===== src/rtl/pfx_bit_pkg.sv =====
package pfx_bit_pkg;

   typedef enum logic [1:0] {
      GRP_SHIFT = 2'b00,
      GRP_TEST  = 2'b01,
      GRP_CLR   = 2'b10,
      GRP_SET   = 2'b11
   } grp_e;

   // Order of the shift group sub-operations is part of the opcode encoding.
   typedef enum logic [2:0] {
      SH_ROL = 3'd0,
      SH_ROR = 3'd1,
      SH_RCL = 3'd2,
      SH_RCR = 3'd3,
      SH_ASL = 3'd4,
      SH_ASR = 3'd5,
      SH_SWP = 3'd6,
      SH_LSR = 3'd7
   } shop_e;

   typedef struct packed {
      logic z;
      logic n;
      logic h;
      logic c;
   } flags_t;

endpackage


===== src/rtl/pfx_bit_decode.sv =====
module pfx_bit_decode
   import pfx_bit_pkg::*;
#(
   parameter int IDX_W = 3,
   parameter int REG_W = 3,
   localparam int OPC_W = 2 + IDX_W + REG_W
) (
   input  logic [OPC_W-1:0] opcode_i,
   output grp_e             grp_o,
   output logic [IDX_W-1:0] field_o,
   output logic [REG_W-1:0] reg_sel_o
);

   assign grp_o     = grp_e'(opcode_i[OPC_W-1 -: 2]);
   assign field_o   = opcode_i[REG_W +: IDX_W];
   assign reg_sel_o = opcode_i[REG_W-1:0];

endmodule


===== src/rtl/pfx_bit_shift.sv =====
module pfx_bit_shift
   import pfx_bit_pkg::*;
#(
   parameter int W = 8,
   localparam int HALF = W / 2
) (
   input  logic [W-1:0] val_i,
   input  logic         cin_i,
   input  shop_e        op_i,
   output logic [W-1:0] res_o,
   output logic         cout_o
);

   logic top_b;
   logic bot_b;

   assign top_b = val_i[W-1];
   assign bot_b = val_i[0];

   always_comb begin
      res_o  = val_i;
      cout_o = 1'b0;
      unique case (op_i)
         SH_ROL: begin res_o = {val_i[W-2:0], top_b};  cout_o = top_b; end
         SH_ROR: begin res_o = {bot_b, val_i[W-1:1]};  cout_o = bot_b; end
         SH_RCL: begin res_o = {val_i[W-2:0], cin_i};  cout_o = top_b; end
         SH_RCR: begin res_o = {cin_i, val_i[W-1:1]};  cout_o = bot_b; end
         SH_ASL: begin res_o = {val_i[W-2:0], 1'b0};   cout_o = top_b; end
         SH_ASR: begin res_o = {top_b, val_i[W-1:1]};  cout_o = bot_b; end
         SH_SWP: begin res_o = {val_i[HALF-1:0], val_i[W-1:HALF]}; cout_o = 1'b0; end
         SH_LSR: begin res_o = {1'b0, val_i[W-1:1]};   cout_o = bot_b; end
         default: begin res_o = val_i; cout_o = 1'b0; end
      endcase
   end

endmodule


===== src/rtl/pfx_bit_mod.sv =====
module pfx_bit_mod #(
   parameter int W = 8,
   localparam int IDX_W = $clog2(W)
) (
   input  logic [W-1:0]     val_i,
   input  logic [IDX_W-1:0] idx_i,
   output logic             bit_o,
   output logic [W-1:0]     clr_o,
   output logic [W-1:0]     set_o
);

   logic [W-1:0] mask;

   // One comparator per bit position builds the one-hot select mask.
   for (genvar gi = 0; gi < W; gi++) begin : g_mask
      assign mask[gi] = (idx_i == IDX_W'(gi));
   end

   assign bit_o = |(val_i & mask);
   assign clr_o = val_i & ~mask;
   assign set_o = val_i | mask;

endmodule


===== src/rtl/pfx_bit_unit.sv =====
module pfx_bit_unit
   import pfx_bit_pkg::*;
#(
   parameter int W = 8,
   parameter int REG_W = 3,
   localparam int IDX_W = $clog2(W),
   localparam int OPC_W = 2 + IDX_W + REG_W
) (
   input  logic [OPC_W-1:0] opcode_i,
   input  logic [W-1:0]     operand_i,
   input  logic             carry_i,
   output logic [W-1:0]     result_o,
   output logic             result_we_o,
   output logic [REG_W-1:0] reg_sel_o,
   output logic             flag_z_o,
   output logic             flag_n_o,
   output logic             flag_h_o,
   output logic             flag_c_o,
   output logic             z_we_o,
   output logic             n_we_o,
   output logic             h_we_o,
   output logic             c_we_o
);

   if (W < 8 || (W & (W - 1)) != 0) begin : g_bad_w
      $error("pfx_bit_unit: W must be a power of two of at least 8");
   end
   if (REG_W < 1) begin : g_bad_reg
      $error("pfx_bit_unit: REG_W must be at least 1");
   end

   grp_e             grp;
   logic [IDX_W-1:0] field;
   logic [W-1:0]     sh_res;
   logic             sh_c;
   logic             sel_bit;
   logic [W-1:0]     clr_val;
   logic [W-1:0]     set_val;
   flags_t           flg;
   flags_t           flg_we;

   pfx_bit_decode #(.IDX_W(IDX_W), .REG_W(REG_W)) u_dec (
      .opcode_i  (opcode_i),
      .grp_o     (grp),
      .field_o   (field),
      .reg_sel_o (reg_sel_o)
   );

   // The shift group decodes the low three bits of the field.
   pfx_bit_shift #(.W(W)) u_shift (
      .val_i  (operand_i),
      .cin_i  (carry_i),
      .op_i   (shop_e'(field[2:0])),
      .res_o  (sh_res),
      .cout_o (sh_c)
   );

   pfx_bit_mod #(.W(W)) u_bit (
      .val_i (operand_i),
      .idx_i (field),
      .bit_o (sel_bit),
      .clr_o (clr_val),
      .set_o (set_val)
   );

   always_comb begin
      result_o    = operand_i;
      result_we_o = 1'b0;
      flg         = '0;
      flg_we      = '0;
      unique case (grp)
         GRP_SHIFT: begin
            result_o    = sh_res;
            result_we_o = 1'b1;
            flg.z       = ~|sh_res;
            flg.c       = sh_c;
            flg_we      = 4'b1111;
         end
         GRP_TEST: begin
            flg.z  = ~sel_bit;
            flg.h  = 1'b1;
            flg_we = 4'b1110;
         end
         GRP_CLR: begin
            result_o    = clr_val;
            result_we_o = 1'b1;
         end
         GRP_SET: begin
            result_o    = set_val;
            result_we_o = 1'b1;
         end
         default: begin
            result_o    = operand_i;
            result_we_o = 1'b0;
         end
      endcase
   end

   assign flag_z_o = flg.z;
   assign flag_n_o = flg.n;
   assign flag_h_o = flg.h;
   assign flag_c_o = flg.c;
   assign z_we_o   = flg_we.z;
   assign n_we_o   = flg_we.n;
   assign h_we_o   = flg_we.h;
   assign c_we_o   = flg_we.c;

endmodule


===== config.mk =====
export PLATFORM = sky130hd
export DESIGN_NAME = pfx_bit_unit
export DESIGN_NICKNAME = d
export VERILOG_FILES = /design/src/rtl/pfx_bit_pkg.sv /design/src/rtl/pfx_bit_decode.sv /design/src/rtl/pfx_bit_shift.sv /design/src/rtl/pfx_bit_mod.sv /design/src/rtl/pfx_bit_unit.sv
export SDC_FILE = /design/constraint.sdc
export NUM_CORES = 1
export LEC_CHECK = 0
export BUFFER_PORTS_ARGS = -buffer_cell sky130_fd_sc_hd__clkbuf_2
export CAP_MARGIN = 20
export CORE_MARGIN = 2
export CORE_UTILIZATION = 29
export DETAILED_ROUTE_END_ITERATION = 8
export GPL_ROUTABILITY_DRIVEN = 0
export PLACE_DENSITY = 0.55
export SYNTH_ARGS = -nofsm -noshare
export SYNTH_HDL_FRONTEND = slang
export SYNTH_SLANG_ARGS = --single-unit

===== constraint.sdc =====
create_clock -name vclk -period 2.31
set_clock_uncertainty 0.1 [all_clocks]
set_input_delay 0.1155 -clock vclk [all_inputs]
set_output_delay 0.1155 -clock vclk [all_outputs]
set_load 0.005 [all_outputs]

Word level (Yosys, flattened, before mapping)
Index checks and enable logic that the tools add are counted.
- bits in writable memories: 0
- latch bits: 0
- input bits: 17
- logic and storage cells: 31
- ROM bits: 0
- memories kept: 0
- register bits after elaboration: 0
- output and inout bits: 20
- shift operators: 0
- order comparisons: 0
- div/mod/pow operators: 0
- bitwise gates (word level): 5
- eq/ne operators: 10
- add/subtract/negate cells: 0
- $mul: 0
- mux-type cells: 8
- reductions and logical operators: 8
- operators with widths (operator ; count):
    8-bit one-hot mux with 8 select lines ; 1
    8-bit one-hot mux with 3 select lines ; 1
    8-bit bitwise AND ; 2
    8-bit OR reduction ; 2
    3-bit == test, second input constant ; 4
    8-bit inverter ; 1
    8-bit OR ; 1
    4-bit one-hot mux with 2 select lines ; 1
    3-bit by 2-bit == test with 1-bit output, second input constant ; 2
    3-bit OR reduction ; 2
    2-bit == test, second input constant ; 2
    4-bit OR reduction ; 1
    3-bit by 1-bit == test with 1-bit output, second input constant ; 1
    3-bit zero test ; 1
    1-bit two-way mux ; 3
    1-bit one-hot mux with 3 select lines ; 1
    2-bit by 1-bit == test with 1-bit output, second input constant ; 1
    2-bit zero test ; 1
    1-bit one-hot mux with 2 select lines ; 1
    1-bit zero test ; 1
    1-bit inverter ; 1

Logic depth before layout (Yosys ltp)
- depth in word-level cells: 5
- mapped depth: 7

Hierarchy
Synthesis repeated with hierarchy kept, for this count alone.
- cells, all modules: 94
- area total of the unflattened synthesis: 782.0 sq um
- modules (own cells, without submodules) (module ; cells each ; times used ; sequential area each (sq um) ; area each (sq um)):
    pfx_bit_unit ; 23 ; 1 ; 0.0 ; 272.8
    pfx_bit_mod ; 30 ; 1 ; 0.0 ; 226.5
    pfx_bit_shift ; 33 ; 1 ; 0.0 ; 222.7
    pfx_bit_decode ; 8 ; 1 ; 0.0 ; 60.1

Worst setup path after synthesis
No wires, ideal clock.
- kind: input port to output port
- start point: input operand_i[7]
- end point: output flag_z_o
- slack: 0.738 ns
- data required time: 2.095 ns
- arrival time: 1.356 ns
- cell stages on the path: 6
- path through: clkbuf_1 -> and3_1 -> a2111oi_0 -> a21oi_1 -> a2111o_1 -> o22ai_2
- cells in the longest elaborated chain, start to end: 4
- elaborated cells between the ends (all ways): 7
- classes of those cells: mux: 2; bitwise: 2; reduce/logical: 3
- ends and longest elaborated chain (item ; RTL line ; text):
    from (decl) ; pfx_bit_unit.sv:10 ; input logic [W-1:0] operand_i,
    8-bit one-hot mux with 8 select lines or 8-bit bitwise AND (tied branches) ; pfx_bit_shift.sv:23, pfx_bit_mod.sv:19 ;
    8-bit OR reduction, on equally long branches ; pfx_bit_unit.sv:75, pfx_bit_mod.sv:19 ;
    1-bit zero test or 1-bit inverter (tied branches) ; pfx_bit_unit.sv:75, pfx_bit_unit.sv:80 ;
    1-bit one-hot mux with 2 select lines * ; pfx_bit_unit.sv:71 ; unique case (grp)
    to (decl) ; pfx_bit_unit.sv:15 ; output logic flag_z_o,
Every way passes the cells marked *; elsewhere a longest branch is shown, timed or not.

Final worst setup path
- start point: input opcode_i[3]
- end point: output flag_z_o
- cells in the longest elaborated chain, start to end: 5
- elaborated cells between the ends (all ways): 15
- classes of those cells: eq/ne: 7; mux: 2; bitwise: 2; reduce/logical: 4
- ends and longest elaborated chain (item ; RTL line ; text):
    from (decl) ; pfx_bit_unit.sv:9 ; input logic [OPC_W-1:0] opcode_i,
    3-bit == test (tied with other cells) ; pfx_bit_shift.sv:23, pfx_bit_mod.sv:16 ;
    8-bit one-hot mux with 8 select lines or 8-bit bitwise AND (tied branches) ; pfx_bit_shift.sv:23, pfx_bit_mod.sv:19 ;
    8-bit OR reduction, on equally long branches ; pfx_bit_unit.sv:75, pfx_bit_mod.sv:19 ;
    1-bit zero test or 1-bit inverter (tied branches) ; pfx_bit_unit.sv:75, pfx_bit_unit.sv:80 ;
    1-bit one-hot mux with 2 select lines * ; pfx_bit_unit.sv:71 ;
Marked as above.

==> flow_metrics.py <==
metrics = {
    "final_layout": {
        "num_antenna_cells": 0,
        "area_delta_synth_final_pct": 16.11,
        "design.seq.count": 0,
        "nClkBuffers": 0,
        "final_area_um2": 829.5,
        "multi_input_area_um2": 603.1,
        "regArea_um2": 0,
        "final_core_util": 0.3645,
        "num-fill-cells": 250,
        "drive_gt1_frac": 0.3125,
        "fin_nets": 147,
    },
    "drt": {
        "finalWirelength_um": 2166,
        "wl_per_cell_um": 13.88,
        "vias": 861,
        "via_per_inst": 5.519,
        "drc": 0,
        "drt-initial-drc-count": 21,
        "postRouteAntennaNets": 0,
        "dr.pass1.iters": 4,
    },
    "place": {
        "dp_hpwl_um": 1668,
        "port_buffers": 30,
        "placed_area_um2": 829.5,
        "dp_slack_ns": 0.3214,
    },
    "synth": {
        "yosys.area.top_type_share": 0.1541,
        "synth_top_area_cell": "mux2i_1",
        "ys_warn_count": 0,
        "synth_commonest_cells": "nand2_1, mux2i_1, buf_4, nor2_1, a21oi_1",
        "synth-seq-area-share": 0,
        "synth_area_leaders": "mux2i_1, buf_4, nand2_1",
        "netlist_instances": 111,
        "avgSynthCellArea_um2": 6.436,
        "synth_cell_type_count": 35,
        "synth_most_common_cell": "nand2_1",
        "syn_nets": 128,
        "syn_area_um2": 714.4,
    },
    "critical_path": {
        "critPathLaunchType": "input pin",
        "cp_slowest_stage_delay_ns": 0.40,
        "cp.required_ns": 2.09,
        "crit_path_end_kind": "output pin",
        "path_class": "in -> out",
        "cp_max_fo": 15,
        "cp.arrival_ns": 1.79,
        "worstPathCellList": "clkbuf_2 -> nor2b_2 -> a22o_1 -> a221o_1 -> a2111o_1 -> o22ai_2 -> clkbuf_2",
        "critPathSlowestCell": "a2111o_1",
        "crit_top_cell": "clkbuf_2",
    },
    "global_route": {
        "grt_max_degree": 20,
        "antenna_found_initial": 0,
        "track_usage": 0.1569,
        "grt_pass1_wl_um": 3505,
        "grt_pass1_vias": 759,
        "overflow": 0,
    },
    "timing": {
        "timing.final.crit_period_ns": 2.001,
        "hold_viol": 0,
        "maxSlewViolCount": 0,
        "worst_slack_ns": 0.3086,
        "finalSetupViolations": 0,
        "fmaxAchievable_mhz": 499.6,
        "rsz0062_at_grt": "false",
        "setup_tns_ns": 0,
        "post-route-period-util": 0.8664,
    },
    "clock_tree": {
        "cts_resized": 0,
        "postCtsSetupBuffers": 0,
        "ctsHoldBuffers": 0,
    },
    "floorplanning": {
        "fp.dieH_um": 53.64,
        "dieArea_um2": 2877,
        "die_w_um": 53.64,
        "pin_count": 37,
        "std_cell_rows": 17,
        "start_util": 0.3139,
        "core-area_um2": 2276,
    },
    "power": {
        "total_power_mw": 0.1590,
        "p_clk_frac": 0,
        "ir_drop_mv": 0.07526,
        "power_switching_mw": 0.08942,
        "swShare": 0.5625,
        "seqPwrFrac": 0,
        "powerDensity_nw_per_um2": 191.6,
        "p_int_mw": 0.06955,
        "p_leak_nw": 0.4092,
        "comb_power_share": 1.000,
    },
    "status": {
        "status": "finished clean",
    },
    "min_path": {
        "hold_class": "in -> out",
        "hold-path-cell-count": 0,
    },
    "flow_run": {
        "max_cap_viol_count": 0,
    },
}
-- final timing paths --
kind / start / end / slack (ns)
worst max-delay path: opcode_i[3] / flag_z_o / 0.31
worst min-delay path: opcode_i[0] / reg_sel_o[0] / 0.13
-- layer usage --
layer  up-vias  share of wire  track usage
met1       384           0.47       0.2360
li1        435              -            -
met3         2          0.081      0.01111
met5         -              0            0
met2        40           0.45       0.2490
met4         0         0.0028      0.01709
-- power groups by stage --
| stage | clock (mW) | combinational (mW) | sequential (mW) |
|---|---|---|---|
| after detailed placement | 0 | 0.159 | 0 |
| after floorplan | 0 | 0.109 | 0 |
| after global routing | 0 | 0.178 | 0 |
| final | 0 | 0.159 | 0 |
| after global placement | 0 | 0.158 | 0 |
| after CTS | 0 | 0.159 | 0 |
-- worst max-delay path: cells and delay by family --
family	cells	cell delay, ns
and+or+nand+nor	1	0.23
AOI/OAI and AO/OA	4	1.11
buffers and inverters	2	0.33
-- cell families (layout without fill, tap and decap cells) --
| kind of cell | after synthesis | in the layout | synth area share |
|---|---|---|---|
| multiplexers | 17 | 17 | 0.2487 |
| buffers and inverters | 21 | 38 | 0.1559 |
| other | 1 | 1 | 0.005249 |
| AND/OR/NAND/NOR | 41 | 41 | 0.2750 |
| AO/OA/AOI/OAI | 31 | 31 | 0.3152 |
-- placed cells by master, fill, tap and decap left out, types with 2 or more instances in the layout --
master    instances
inv_1             5
nand2_1          16
a221o_1           4
o211ai_1          2
buf_4             3
mux2_1            3
o221ai_1          3
o21ai_0           5
mux2_2            3
nand2b_1          2
nand3_1           6
nor2_1            8
clkbuf_2         30
a21oi_1           7
nor3_1            2
mux2i_1          11
-- final cells by class --
cell class	instances	area share
multi-input combinational	90	0.7270
timing repair buffer	33	0.2081
tap	28	0.04223
inverter	5	0.02262
-- per-stage QoR --
step           cells  hold slack [ns]
2_1_floorplan    111           0.2118
3_3_place_gp     156           0.1310
3_5_place_dp     156           0.1310
4_1_cts          156           0.1310
5_1_grt          156           0.1310
6_report         156           0.1310
Note: power is estimated with default switching activity, not from simulation.
